### src/rtl/pisc_pkg.sv
package pisc_pkg;

  localparam int FIELD_W        = 4;
  localparam int ADDR_W         = 8;
  localparam logic [7:0] OFS_ACCEPT = 8'h14;
  localparam logic [7:0] OFS_EN_SET = 8'h18;
  localparam logic [7:0] OFS_EN_CLR = 8'h1C;
  localparam logic [7:0] OFS_RAW    = 8'h20;
  localparam logic [7:0] OFS_MASKED = 8'h24;
  localparam logic [7:0] OFS_CLEAR  = 8'h28;
  localparam logic [7:0] OFS_SENSE0 = 8'h40;

  typedef enum logic [3:0] {
    SNS_RISE = 4'h8,
    SNS_FALL = 4'h9,
    SNS_HIGH = 4'hA,
    SNS_LOW  = 4'hB,
    SNS_BOTH = 4'hC
  } sense_e;

  // One pin's detection rule: code, present level, level at the previous edge.
  function automatic logic sense_hit(input logic [3:0] code, input logic cur,
                                     input logic prev);
    logic hit;
    case (code)
      SNS_RISE: hit = cur & ~prev;
      SNS_FALL: hit = ~cur & prev;
      SNS_HIGH: hit = cur;
      SNS_LOW:  hit = ~cur;
      SNS_BOTH: hit = cur ^ prev;
      default:  hit = 1'b0;
    endcase
    return hit;
  endfunction

  // Byte address of the sense register with index r.
  function automatic logic [7:0] sense_ofs(input int r);
    return OFS_SENSE0 + 8'(4 * r);
  endfunction

endpackage

### src/rtl/pisc_detect.sv
module pisc_detect
  import pisc_pkg::*;
#(
  parameter int NPIN = 32
) (
  input  logic                          clk,
  input  logic                          rst_n,
  input  logic [NPIN-1:0]               pin_in,
  input  logic [NPIN-1:0][FIELD_W-1:0]  sense,
  input  logic [NPIN-1:0]               accept,
  output logic [NPIN-1:0]               evt
);

  logic [NPIN-1:0] pin_q;

  // Edge history always tracks the pin; acceptance gates only the event.
  always_ff @(posedge clk or negedge rst_n) begin
    if (!rst_n) pin_q <= '0;
    else        pin_q <= pin_in;
  end

  for (genvar g = 0; g < NPIN; g++) begin : g_pin
    assign evt[g] = accept[g] & sense_hit(sense[g], pin_in[g], pin_q[g]);
  end

endmodule

### src/rtl/pisc_pending.sv
module pisc_pending #(
  parameter int NPIN = 32
) (
  input  logic            clk,
  input  logic            rst_n,
  input  logic [NPIN-1:0] evt,
  input  logic [NPIN-1:0] clr,
  output logic [NPIN-1:0] pend
);

  // A new event has priority over a clear in the same cycle.
  always_ff @(posedge clk or negedge rst_n) begin
    if (!rst_n) pend <= '0;
    else        pend <= (pend & ~clr) | evt;
  end

endmodule

### src/rtl/pisc_regs.sv
module pisc_regs
  import pisc_pkg::*;
#(
  parameter int NPIN = 32
) (
  input  logic                          clk,
  input  logic                          rst_n,
  input  logic                          wr,
  input  logic [ADDR_W-1:0]             addr,
  input  logic [NPIN-1:0]               wdata,
  input  logic [NPIN-1:0]               raw,
  output logic [NPIN-1:0]               accept,
  output logic [NPIN-1:0]               enable,
  output logic [NPIN-1:0][FIELD_W-1:0]  sense,
  output logic [NPIN-1:0]               clr,
  output logic [NPIN-1:0]               masked,
  output logic [NPIN-1:0]               rdata
);

  localparam int PER_REG = NPIN / FIELD_W;   // fields per register
  localparam int NREG    = NPIN / PER_REG;   // sense registers

  logic wr_acc, wr_set, wr_clr, wr_pend;

  assign wr_acc  = wr && (addr == OFS_ACCEPT);
  assign wr_set  = wr && (addr == OFS_EN_SET);
  assign wr_clr  = wr && (addr == OFS_EN_CLR);
  assign wr_pend = wr && (addr == OFS_CLEAR);

  assign clr    = wr_pend ? wdata : '0;
  assign masked = raw & enable & accept;

  always_ff @(posedge clk or negedge rst_n) begin
    if (!rst_n) begin
      accept <= '0;
      enable <= '0;
    end else begin
      if (wr_acc) accept <= wdata;
      if (wr_set) enable <= enable | wdata;
      else if (wr_clr) enable <= enable & ~wdata;
    end
  end

  // pin n lives in register n/PER_REG, field n%PER_REG.
  always_ff @(posedge clk or negedge rst_n) begin
    if (!rst_n) begin
      sense <= '0;
    end else if (wr) begin
      for (int r = 0; r < NREG; r++) begin
        if (addr == sense_ofs(r)) sense[r*PER_REG +: PER_REG] <= wdata;
      end
    end
  end

  always_comb begin
    rdata = '0;
    case (addr)
      OFS_ACCEPT:             rdata = accept;
      OFS_EN_SET, OFS_EN_CLR: rdata = enable;
      OFS_RAW:                rdata = raw;
      OFS_MASKED:             rdata = masked;
      default: begin
        for (int r = 0; r < NREG; r++) begin
          if (addr == sense_ofs(r)) rdata = sense[r*PER_REG +: PER_REG];
        end
      end
    endcase
  end

endmodule

### src/rtl/pin_irq_sense.sv
module pin_irq_sense
  import pisc_pkg::*;
#(
  parameter int NPIN = 32
) (
  input  logic              clk,
  input  logic              rst_n,
  input  logic [NPIN-1:0]   pin_in,
  input  logic              reg_wr,
  input  logic [ADDR_W-1:0] reg_addr,
  input  logic [NPIN-1:0]   reg_wdata,
  output logic [NPIN-1:0]   reg_rdata,
  output logic              irq_lo,
  output logic              irq_hi
);

  localparam int HALF = NPIN / 2;

  // Named internal events, brought out for the bound checker.
  logic [NPIN-1:0]              evt_w;
  logic [NPIN-1:0]              clr_w;
  logic [NPIN-1:0]              pend_w;
  logic [NPIN-1:0]              acc_w;
  logic [NPIN-1:0]              en_w;
  logic [NPIN-1:0]              masked_w;
  logic [NPIN-1:0][FIELD_W-1:0] sense_w;

  pisc_regs #(.NPIN(NPIN)) regs_i (
    .clk    (clk),
    .rst_n  (rst_n),
    .wr     (reg_wr),
    .addr   (reg_addr),
    .wdata  (reg_wdata),
    .raw    (pend_w),
    .accept (acc_w),
    .enable (en_w),
    .sense  (sense_w),
    .clr    (clr_w),
    .masked (masked_w),
    .rdata  (reg_rdata)
  );

  pisc_detect #(.NPIN(NPIN)) detect_i (
    .clk    (clk),
    .rst_n  (rst_n),
    .pin_in (pin_in),
    .sense  (sense_w),
    .accept (acc_w),
    .evt    (evt_w)
  );

  pisc_pending #(.NPIN(NPIN)) pend_i (
    .clk   (clk),
    .rst_n (rst_n),
    .evt   (evt_w),
    .clr   (clr_w),
    .pend  (pend_w)
  );

  // one request per half of the pins.
  assign irq_lo = |masked_w[HALF-1:0];
  assign irq_hi = |masked_w[NPIN-1:HALF];

endmodule

### config.mk
export PLATFORM = sky130hd
export DESIGN_NAME = pin_irq_sense
export DESIGN_NICKNAME = d
export VERILOG_FILES = /design/src/rtl/pisc_pkg.sv /design/src/rtl/pisc_detect.sv /design/src/rtl/pisc_pending.sv /design/src/rtl/pisc_regs.sv /design/src/rtl/pin_irq_sense.sv
export SDC_FILE = /design/constraint.sdc
export NUM_CORES = 1
export LEC_CHECK = 0
export BUFFER_PORTS_ARGS = -buffer_cell sky130_fd_sc_hd__buf_2
export CORE_ASPECT_RATIO = 2
export CORE_MARGIN = 3
export CORE_UTILIZATION = 57
export CTS_CLUSTER_SIZE = 24
export DETAILED_ROUTE_END_ITERATION = 8
export GPL_TIMING_DRIVEN = 0
export PLACE_DENSITY = 0.73
export RECOVER_POWER = 100
export SLEW_MARGIN = 20
export SYNTH_ARGS = -nofsm -noshare
export SYNTH_HDL_FRONTEND = slang
export SYNTH_SLANG_ARGS = --single-unit
### constraint.sdc
create_clock -name clk -period 4.3 [get_ports clk]
set_clock_uncertainty 0.2 [all_clocks]
set_input_delay 0.86 -clock clk [delete_from_list [all_inputs] [get_ports clk]]
set_output_delay 0.86 -clock clk [all_outputs]
set_load 0.02 [all_outputs]
==> metrics.yaml <==
status:
  status: "complete, but fails checks"
  violated_checks: "max-capacitance violations, max-slew violations"
power:
  power_switching_mw: 1.40
  ir_worst_vdd_v: 0.000299
  internal_power_mw: 4.14
  pwr_density_cell_mw_per_mm2: 349
  leakagePower_nw: 7.58
  design_power_total_mw: 5.53
  clockPowerShare_pct: 42.6
  pwr-share-comb_pct: 9.7
  power.switching_fraction_pct: 25.3
  sequentialPowerShare_pct: 47.7
timing:
  final.period_utilization_pct: 99.7
  max_slew_vio_count: 89
  worst-slew-pin-transition_ns: 2.25
  rsz0062_at_grt: "no"
  fin_tns_setup_ns: 0
  fmax_ghz: 0.233
  hold_worst_slack_ns: 0.302
  timing.slew.headroom_pct: -49.8
  layout_min_cycle_time_ns: 4.29
  final_critical_path_setup_slack_ns: 0.0119
  setup_viol: 0
  timing.final.hold_violations: 0
global_route:
  gr-usage-all-layers_pct: 31.6
  grt_pass1_vias: 11143
  antenna_found_initial: 0
  grt_first_pass_wirelength_mm: 65.5
  globalRouteOverflowTotal: 0
  grt_max_degree: 99
setup_path:
  worst_ep_arrival_time_ns: 3.23
  cpMostUsedCell: "clkbuf_2"
  critPathMaxStageDelay_ns: 0.55
  timing.setup.critical_path_class: "in -> out"
  crit_family: "simple AND/OR/NAND/NOR gates"
  crit_fanout: 10
  worstPathBufferInverterCount: 3
  timing.critical_path.from_type: "input port"
  critPathSlowestCell: "or4b_4"
  crit_path_cell_trace: "clkbuf_1, or4b_4, nor4_4, clkbuf_2, a22oi_1, o211ai_1, clkbuf_2"
  required_ns: 3.24
  crit_path_end_kind: "output pin"
  ff2ff_setup_slack_ns: 2.22
synthesis:
  ys_async_sr_fraction_pct: 100
  syn_area_mm2: 0.0144
  synth_enable_flop_cells: 0
  synth_seq_area_share_pct: 44.6
  synth_seq_cells: 256
  syn-mean-instance-area_um2: 11.8
  synthDominantAreaCellType: "dfrtp_1"
  netlist-cell-type-count: 50
  synth.top_cells.by_area: "dfrtp_1 45%, mux2_2 12%, mux2_4 6.3%"
  synthesis_warning_total: 0
  synth-main-ff-cell: "dfrtp_1"
  mappedNetlistNets: 1353
  synthCells: 1214
  netlist.area_leader.share_pct: 44.6
  most_numerous_cell_in_the_yosys_netlist: "dfrtp_1"
  yosys-top-cells-count: "256 x dfrtp_1, 163 x nand2_1, 155 x mux2_2, 68 x inv_1, 64 x ha_1"
final_layout:
  n_fill_cell: 2086
  post-route-util_pct: 64.4
  finalNonFillerCells: 1699
  drive_gt1_share_pct: 22.8
  antenna_cells: 0
  synthToLayoutAreaGrowth_pct: 10.3
  layout.nets: 1489
  final_area_mm2: 0.0159
floorplan:
  die_outline_height_um: 231
  floorplan.die_area_mm2: 0.0273
  core_area_mm2: 0.0246
  std_cell_rows: 81
  dieWidth_um: 118
  initial_standard_cell_utilization_of_the_core_pct: 58.4
  pin_count: 109
placed_design:
  dp_worst_setup_slack_ns: 0.0678
  place_hpwl_mm: 31.7
  routability_cong: 0.950
  placedCellCount: 1655
  postPlaceCellArea_mm2: 0.0154
  port_buffers: 107
min_path:
  hold_path.class: "in -> reg"
drt:
  detail_route.drc_violations: 0
  route.final.wire_length_mm: 42.9
  residual_antenna_violating_net_count_after_detailed_routing: 0
  wire_per_inst_um: 25.3
  vias_post_dr: 10805
  first_pass_iters: 5
  drt-vias-per-instance: 6.36
  drtIter0Drc: 836
cts:
  ctsHtreeMaxLevel: 1
  clock_tree_from_tritoncts: "built"
  clock_path_buffers: 3
  cts_made_buffers: 25
  clk_latency_ns: 0.53
  cts_root_buf: "clkbuf_16"
  clkSinkCount: 256
  cts.clk_slew.worst_paths_ns: 0.06
job:
  cap_violations: 1
power by group through the flow:
stage	clock [mW]	combinational (mW)	sequential [mW]
3_5_place_dp	0	0.565	2.68
6_report	2.36	0.537	2.64
3_3_place_gp	0	0.537	2.68
5_1_grt	2.48	0.589	2.65
2_1_floorplan	0	0.316	2.64
4_1_cts	2.39	0.570	2.64
cell type report:
class / count / area (um^2) / area share [%]
Clock buffer: 34 / 709 / 4.48
Timing Repair Buffer: 109 / 509 / 3.21
Buffer: 51 / 211 / 1.33
Tap cell: 332 / 415 / 2.62
Inverter: 68 / 255 / 1.61
Multi-Input combinational cell: 839 / 7190 / 45.4
Sequential cell: 256 / 6410 / 40.4
Clock inverter: 10 / 154 / 0.971
worst register-to-register path: cells and delay by family (launching register included):
kind,cells,cell delay [ns]
buffers and inverters,1,0.06
adders and majority gates,1,0.13
muxes,2,0.20
DFF,1,0.38
AOI/OAI and AO/OA,2,1.06
path summary, 6_finish.rpt:
kind	startpoint	end	cells after the start
max	reg_addr[4]	reg_rdata[14]	7
min	pin_in[0]	detect_i.pin_q[0]	1
max reg2reg	detect_i.pin_q[28]	pend_i.pend[28]	6
min reg2reg	flip-flop	flip-flop	1
max in group asynchronous	rst_n	regs_i.sense[103]	3
min in group asynchronous	rst_n	detect_i.pin_q[8]	1
logic make-up after synthesis:
| family | share of synthesized area (%) |
|---|---|
| AND/OR/NAND/NOR | 10.7 |
| multiplexers | 26.2 |
| flip-flops | 44.6 |
| AO/OA/AOI/OAI | 7.32 |
| buffers and inverters | 3.72 |
| adder cells (fa/ha/maj) | 5.57 |
| XOR/XNOR | 1.89 |
per-layer routing:
metal	share of wire [%]	track usage (%)	wire length, um
met5	0	0	0
met4	9.5	25.2	4070
met2	50	54.9	21600
met1	34	34.3	14700
met3	5.9	4.49	2520
repair_timing:
item | CTS | global route
resized for setup | 0 | 5
hold buffers | 0 | 0
endpoints found under the setup margin | 0 | 12
buffers inserted | 0 | 0
layout by cell type, fill, tap and decap left out, types with 25 or more instances in the layout:
master / count
a32o_1: 32
buf_2: 49
clkbuf_1: 92
clkbuf_16: 25
dfrtp_1: 256
ha_1: 64
inv_1: 68
mux2_1: 63
mux2_2: 154
mux2i_1: 31
mux4_2: 32
nand2_1: 163
nand3_1: 52
nor3_1: 35
o21ai_0: 39
xor2_1: 31
Power figures use the tool's default switching activity.
